<file path="src/rtl/stk_pkg.sv">
package stk_pkg;
  typedef enum logic [2:0] {
    OP_NOP  = 3'd0,
    OP_PUSH = 3'd1,
    OP_POP  = 3'd2,
    OP_ADD  = 3'd3,
    OP_SUB  = 3'd4,
    OP_MUL  = 3'd5,
    OP_DIV  = 3'd6
  } stk_op_e;

  typedef enum logic [2:0] {
    WIN_HOLD,
    WIN_PUSH,
    WIN_POP,
    WIN_REDUCE,
    WIN_FILL
  } win_act_e;
endpackage

</file>
<file path="src/rtl/stk_alu.sv">
module stk_alu #(
  parameter int W = 16
) (
  input  logic [2:0]   op,
  input  logic [W-1:0] lhs,
  input  logic [W-1:0] rhs,
  output logic [W-1:0] res
);
  import stk_pkg::*;

  logic [2*W-1:0] prod;

  always_comb begin
    prod = {{W{1'b0}}, lhs} * {{W{1'b0}}, rhs};
    unique case (op)
      OP_SUB:  res = lhs - rhs;
      OP_MUL:  res = prod[W-1:0];
      OP_DIV:  res = (rhs == '0) ? '1 : lhs / rhs;
      default: res = lhs + rhs;
    endcase
  end
endmodule

</file>
<file path="src/rtl/stk_window.sv">
module stk_window #(
  parameter int W    = 16,
  parameter int N    = 4,
  parameter int CNTW = $clog2(N + 1)
) (
  input  logic                 clk,
  input  logic                 rst,
  input  stk_pkg::win_act_e    act,
  input  logic [W-1:0]         din,
  output logic [W-1:0]         top,
  output logic [W-1:0]         second,
  output logic [W-1:0]         deepest,
  output logic [CNTW-1:0]      count
);
  import stk_pkg::*;

  localparam logic [CNTW-1:0] FULL = CNTW'(N);

  logic [W-1:0] regs  [N];
  logic [W-1:0] nxt   [N];
  logic [W-1:0] up_v  [N];
  logic [W-1:0] dn_v  [N];

  for (genvar i = 0; i < N; i++) begin : g_link
    if (i < N - 1) begin : g_up
      assign up_v[i] = regs[i+1];
    end else begin : g_up_end
      assign up_v[i] = regs[i];
    end
    if (i > 0) begin : g_dn
      assign dn_v[i] = regs[i-1];
    end else begin : g_dn_top
      assign dn_v[i] = din;
    end
  end

  always_comb begin
    for (int i = 0; i < N; i++) begin
      unique case (act)
        WIN_PUSH:   nxt[i] = dn_v[i];
        WIN_POP:    nxt[i] = up_v[i];
        WIN_REDUCE: nxt[i] = (i == 0) ? din : up_v[i];
        WIN_FILL:   nxt[i] = (i == 1) ? din : regs[i];
        default:    nxt[i] = regs[i];
      endcase
    end
  end

  always_ff @(posedge clk) begin
    if (rst) begin
      for (int i = 0; i < N; i++) regs[i] <= '0;
      count <= '0;
    end else begin
      for (int i = 0; i < N; i++) regs[i] <= nxt[i];
      unique case (act)
        WIN_PUSH:            if (count != FULL) count <= count + 1'b1;
        WIN_POP, WIN_REDUCE: count <= count - 1'b1;
        WIN_FILL:            count <= count + 1'b1;
        default:             ;
      endcase
    end
  end

  assign top     = regs[0];
  assign second  = regs[1];
  assign deepest = regs[N-1];

  p_count_bound_r4: assert property (@(posedge clk) disable iff (rst)
    count <= FULL);
  p_fill_slot_r5: assert property (@(posedge clk) disable iff (rst)
    (act == WIN_FILL) |-> (count == CNTW'(1)));
  p_shrink_nonempty_r7: assert property (@(posedge clk) disable iff (rst)
    (act == WIN_POP || act == WIN_REDUCE) |-> (count != '0));
  p_reduce_pair_r3: assert property (@(posedge clk) disable iff (rst)
    (act == WIN_REDUCE) |-> (count >= CNTW'(2)));
endmodule

</file>
<file path="src/rtl/stk_spill.sv">
module stk_spill #(
  parameter int W  = 16,
  parameter int AW = 10,
  parameter int CW = 16
) (
  input  logic          clk,
  input  logic          rst,
  input  logic          start_spill,
  input  logic          start_fill,
  input  logic [W-1:0]  spill_data,
  input  logic          mem_ready,
  output logic          mem_req,
  output logic          mem_we,
  output logic [AW-1:0] mem_addr,
  output logic [W-1:0]  mem_wdata,
  output logic          fill_done,
  output logic [AW-1:0] mem_depth,
  output logic [CW-1:0] spill_cnt,
  output logic [CW-1:0] fill_cnt
);
  always_ff @(posedge clk) begin
    if (rst) begin
      mem_req   <= 1'b0;
      mem_we    <= 1'b0;
      mem_addr  <= '0;
      mem_wdata <= '0;
      mem_depth <= '0;
      spill_cnt <= '0;
      fill_cnt  <= '0;
    end else begin
      if (mem_req && mem_ready) mem_req <= 1'b0;
      if (start_spill) begin
        mem_req   <= 1'b1;
        mem_we    <= 1'b1;
        mem_addr  <= mem_depth;
        mem_wdata <= spill_data;
        mem_depth <= mem_depth + 1'b1;
        spill_cnt <= spill_cnt + 1'b1;
      end else if (start_fill) begin
        mem_req   <= 1'b1;
        mem_we    <= 1'b0;
        mem_addr  <= mem_depth - 1'b1;
        mem_depth <= mem_depth - 1'b1;
        fill_cnt  <= fill_cnt + 1'b1;
      end
    end
  end

  assign fill_done = mem_req && !mem_we && mem_ready;

  p_req_hold_r6: assert property (@(posedge clk) disable iff (rst)
    (mem_req && !mem_ready) |=> (mem_req && $stable(mem_addr) && $stable(mem_we) && $stable(mem_wdata)));
  p_start_idle_r6: assert property (@(posedge clk) disable iff (rst)
    (start_spill || start_fill) |-> !mem_req);
  p_fill_source_r5: assert property (@(posedge clk) disable iff (rst)
    start_fill |-> (mem_depth != '0));
  p_single_start_r5: assert property (@(posedge clk) disable iff (rst)
    !(start_spill && start_fill));
endmodule

</file>
<file path="src/rtl/eval_stack.sv">
module eval_stack #(
  parameter int W  = 16,
  parameter int N  = 4,
  parameter int AW = 10,
  parameter int CW = 16
) (
  input  logic          clk,
  input  logic          rst,
  input  logic          cmd_valid,
  input  logic [2:0]    cmd_op,
  input  logic [W-1:0]  cmd_data,
  output logic          stall,
  output logic [W-1:0]  top_data,
  output logic          top_valid,
  output logic          underflow_err,
  output logic [CW-1:0] spill_count,
  output logic [CW-1:0] fill_count,
  output logic          mem_req,
  output logic          mem_we,
  output logic [AW-1:0] mem_addr,
  output logic [W-1:0]  mem_wdata,
  input  logic [W-1:0]  mem_rdata,
  input  logic          mem_ready
);
  import stk_pkg::*;

  localparam int CNTW = $clog2(N + 1);
  localparam logic [CNTW-1:0] FULL = CNTW'(N);
  localparam logic [CNTW-1:0] PAIR = CNTW'(2);

  win_act_e        act;
  logic [W-1:0]    win_din;
  logic [W-1:0]    w_top, w_second, w_deepest;
  logic [CNTW-1:0] w_count;
  logic [W-1:0]    alu_res;
  logic            start_spill, start_fill, fill_done, bad_cmd, accept;
  logic [AW-1:0]   mem_depth;

  stk_window #(.W(W), .N(N), .CNTW(CNTW)) u_win (
    .clk(clk), .rst(rst), .act(act), .din(win_din),
    .top(w_top), .second(w_second), .deepest(w_deepest), .count(w_count)
  );

  stk_alu #(.W(W)) u_alu (
    .op(cmd_op), .lhs(w_second), .rhs(w_top), .res(alu_res)
  );

  stk_spill #(.W(W), .AW(AW), .CW(CW)) u_mem (
    .clk(clk), .rst(rst), .start_spill(start_spill), .start_fill(start_fill),
    .spill_data(w_deepest), .mem_ready(mem_ready), .mem_req(mem_req),
    .mem_we(mem_we), .mem_addr(mem_addr), .mem_wdata(mem_wdata),
    .fill_done(fill_done), .mem_depth(mem_depth),
    .spill_cnt(spill_count), .fill_cnt(fill_count)
  );

  assign accept = cmd_valid && !mem_req;

  always_comb begin
    act         = WIN_HOLD;
    win_din     = cmd_data;
    start_spill = 1'b0;
    start_fill  = 1'b0;
    bad_cmd     = 1'b0;
    if (fill_done) begin
      act     = WIN_FILL;
      win_din = mem_rdata;
    end else if (accept) begin
      unique case (cmd_op)
        OP_PUSH: begin
          act         = WIN_PUSH;
          start_spill = (w_count == FULL);
        end
        OP_POP: begin
          if (w_count == '0) bad_cmd = 1'b1;
          else begin
            act        = WIN_POP;
            start_fill = (w_count == PAIR) && (mem_depth != '0);
          end
        end
        OP_ADD, OP_SUB, OP_MUL, OP_DIV: begin
          if (w_count < PAIR) bad_cmd = 1'b1;
          else begin
            act        = WIN_REDUCE;
            win_din    = alu_res;
            start_fill = (w_count == PAIR) && (mem_depth != '0);
          end
        end
        default: ;
      endcase
    end
  end

  always_ff @(posedge clk) begin
    if (rst)          underflow_err <= 1'b0;
    else if (bad_cmd) underflow_err <= 1'b1;
  end

  assign stall     = mem_req;
  assign top_data  = w_top;
  assign top_valid = (w_count != '0);

  p_err_sticky_r7: assert property (@(posedge clk) disable iff (rst)
    underflow_err |=> underflow_err);
  p_empty_pop_r7: assert property (@(posedge clk) disable iff (rst)
    (cmd_valid && !stall && cmd_op == OP_POP && !top_valid) |=> (!top_valid && underflow_err));
  p_stall_top_r6: assert property (@(posedge clk) disable iff (rst)
    stall |=> $stable(top_data));
  p_push_top_r1: assert property (@(posedge clk) disable iff (rst)
    (cmd_valid && !stall && cmd_op == OP_PUSH) |=> (top_valid && top_data == $past(cmd_data)));
endmodule

</file>
<file path="config.mk">
export PLATFORM = sky130hd
export DESIGN_NAME = eval_stack
export DESIGN_NICKNAME = d
export VERILOG_FILES = /design/src/rtl/stk_pkg.sv /design/src/rtl/stk_alu.sv /design/src/rtl/stk_window.sv /design/src/rtl/stk_spill.sv /design/src/rtl/eval_stack.sv
export SDC_FILE = /design/constraint.sdc
export NUM_CORES = 1
export LEC_CHECK = 0
export BUFFER_PORTS_ARGS = -buffer_cell sky130_fd_sc_hd__buf_2
export CAP_MARGIN = 20
export CORE_MARGIN = 1.5
export CORE_UTILIZATION = 40
export DETAILED_ROUTE_END_ITERATION = 10
export GPL_ROUTABILITY_DRIVEN = 0
export PLACE_DENSITY = 0.54
export SLEW_MARGIN = 20
export SYNTH_ARGS = -nofsm -noshare
export SYNTH_HDL_FRONTEND = slang
export SYNTH_SLANG_ARGS = --single-unit
export TNS_END_PERCENT = 50
</file>
<file path="constraint.sdc">
create_clock -name clk -period 38.9 [get_ports clk]
set_clock_uncertainty 0.05 [all_clocks]
set_input_delay 0 -clock clk [delete_from_list [all_inputs] [get_ports clk]]
set_output_delay 0 -clock clk [all_outputs]
set_load 0.005 [all_outputs]
</file>
==> key figures <==
Run status
  • Outcome: completed

CTS
  • Clock Latency Late Sink: 440 ps
  • Clk slew on worst S/H paths: around 80 ps
  • Num CTS Buffers: 17
  • Cts repair resizes: 0
  • Root Driver: clkbuf_16
  • CTS tree: done
  • Setup bufs post-CTS: 0
  • TritonCTS Sinks: around 140
  • CTS H-tree lvls: 4
  • CTS Buffer Depth: 2

Floorplan
  • Die Wd: around 220 microns
  • IO Pins: 118
  • Row cnt: 78
  • Die Y: 218 microns
  • Initial core utilization: 40.7%
  • Die area: 47600 sq um
  • Core box area: 45500 sq um

Synth
  • Mapped cell area: 18500 sq um
  • Post-synth top cells: nand2_1 (265), nor2_1 (247), ha_1 (212)
  • Top FF cell, synth: dfxtp_1
  • Number of flops mapped to enable cells by yosys: 0
  • Avg Inst Size Synth: 7.61 sq um
  • Synth top area share: 14.9%
  • Asr flop ratio synth: 0%
  • Mapped Nets: between 2000 and 3000
  • Flops & latches, synth: 138
  • Sequential share of the synthesized area: 14.9%
  • Netlist cell types: 96
  • Synth warn: 0
  • Largest area contributor in the netlist: dfxtp_1
  • Count leader, synth: nand2_1
  • Cells taking the most area after synthesis: dfxtp_1 (15%), ha_1 (14%), fa_1 (8.9%)
  • Synth Instances: 2433

Placed design
  • Port Buf Inserts: about 120
  • DPL Wire Length: 50.9 mm
  • Post-placement cell count: 3053

STA
  • Fin crit share: about four fifths
  • Fin Setup TNS: 0 ps
  • Fin. Hold Viols: 0
  • Final-report max-slew violation count: 0
  • RSZ-0062 raised after global routing: no
  • # setup viols final: 0
  • Period minus WS final: 31120 ps
  • Worst-margin pin slew: 977 ps
  • Max Clk Rate: 0.0321 GHz
  • Relative slew slack: between 30% and 40%

Global routing
  • GRT overflow: 0
  • Vias in the first global route: between 15000 and 20000
  • First-pass GRT wire length: 105 mm
  • GRT Total Usage: 28.8%
  • Largest net degree at the start of global routing: 76
  • Initial antenna violation count: 1

Critical path
  • Maximum fanout along the worst path: 22
  • CP max stage delay: about 910 ps
  • Worst r2r path cells: between 100 and 150
  • Crit Reg-Reg Endpoint: u_win.regs[0][0]
  • Crit path max-delay cell type: dfxtp_1
  • Worst path arrival time: about 31000 ps
  • Flop2flop setup slack: about 8000 ps
  • Worst setup path category: reg2reg
  • Crit start category: register
  • CP Capture Type: register
  • CP startpoint: u_win.regs[0][11]
  • Worst reg2reg path startpoint: u_win.regs[0][11]
  • Critical Path End: u_win.regs[0][0]
  • Critical Path Most Common Cell: ha_1
  • CP Data Required Time: ~39000 ps

Cells and area
  • Diode count: 0
  • Area Overhead vs Synth: 10.4%
  • Final #Nets: 2831
  • Share of layout cells above drive strength 1: a little over a tenth
  • Finished Layout Cells: 3111

Route
  • DR vias: 18668
  • Vias/cell: 6.00
  • 1st-pass router iterations: 6
  • # DRC: 0
  • Routed WL: 68.8 mm
  • Final ANT Viol Nets: 0
  • Drt wl/cell: between 20 and 25 microns
  • DR iter-0 viols: around 1700

Run
  • Maxcap violations: 0

Min path
  • Hold WC Path Type: in2reg
  • Hold Path Stages: 3
-- metal layers --
metal / track usage [%] / vias up / part of all wire, %
li1: - / 8744 / -
met1: 38.6 / 9068 / 45
met2: 46.3 / 707 / 45
met3: 4.82 / 149 / 7.1
met4: 10.3 / 0 / 3.7
met5: 0 / - / 0
-- registers in the layout, summed over array words and instances (netlist names) --
name / count
u_win.regs: 64
u_mem.fill_cnt: 16
u_mem.mem_wdata: 16
u_mem.spill_cnt: 16
u_mem.mem_addr: 10
u_mem.mem_depth: 10
u_win.count: 3
u_mem.mem_req: 1
u_mem.mem_we: 1
underflow_err: 1
-- layout by cell type (no fill, tap or decap), drive strengths merged, types with 30 or more instances in the layout --
master / synthesis / routed
ha: 212 / 212
and2: 35 / 35
a221oi: 40 / 40
a31oi: 31 / 31
o21ai: 95 / 95
a21o: 47 / 47
o21a: 36 / 36
a211oi: 30 / 30
inv: 172 / 178
nor2: 247 / 247
xor2: 62 / 62
nand3: 56 / 56
nor3: 58 / 58
or3: 37 / 37
and3: 36 / 36
xnor2: 100 / 100
buf: 38 / 165
fa: 82 / 82
a21oi: 192 / 192
nand2: 265 / 265
dfxtp: 138 / 138
-- cell families after synthesis --
| family | synth area share [%] |
|---|---|
| multiplexers | 1.97 |
| XOR/XNOR | 7.66 |
| flip-flops | 14.9 |
| AND/OR/NAND/NOR | 21.8 |
| buffers and inverters | 7.12 |
| AO/OA/AOI/OAI | 23.3 |
| adder cells (fa/ha/maj) | 23.2 |
-- through the flow --
stage / util, % / cell area (sq um) / setup slack [ps] / hold WS, ps
after CTS: 44.9 / 20400 / 8430 / 27.2
after detailed placement: 43.1 / 19600 / 8480 / 244
after floorplan: - / 18500 / 13000 / 108
final: 44.9 / 20400 / 7780 / 48.8
after global placement: 43.1 / 19600 / 9230 / 230
after global routing: 44.9 / 20400 / 5730 / 50.1
-- cell type report --
type	count	area, sq um
Clock buffer	17	425
Clock inverter	15	161
Fill cell	4718	25000
Inverter	179	672
Multi-Input combinational cell	1971	14500
Sequential cell	138	2760
Tap cell	600	751
Timing Repair Buffer	191	1210
-- worst min-delay path by stage --
stage / start / slack, ps / to
5_1_grt: cmd_data[12] / 50 / u_win.regs[0][12]
3_3_place_gp: mem_ready / 230 / u_mem.mem_req
3_5_place_dp: mem_ready / 240 / u_mem.mem_req
4_1_cts: cmd_data[12] / 30 / u_win.regs[0][12]
2_1_floorplan: rst / 110 / u_win.regs[0][15]
6_report: cmd_data[12] / 50 / u_win.regs[0][12]
-- worst max-delay path: cells and delay by family, from the launching register on --
| family | cells | cell delay [ps] |
|---|---|---|
| flops | 1 | 910 |
| mux | 6 | 2190 |
| buf+inv | 7 | 1150 |
| fa+ha+maj | 15 | 4440 |
| compound gates | 56 | 15040 |
| simple gates | 29 | 7200 |
-- what timing repair did --
item,in CTS,in global routing
hold buffers,26,0
endpoints found under the hold margin,26,0
endpoints found under the setup margin,0,0
Power is not shown: default switching activity piles up to over one toggle a cycle in this logic, so the estimate is an artifact.
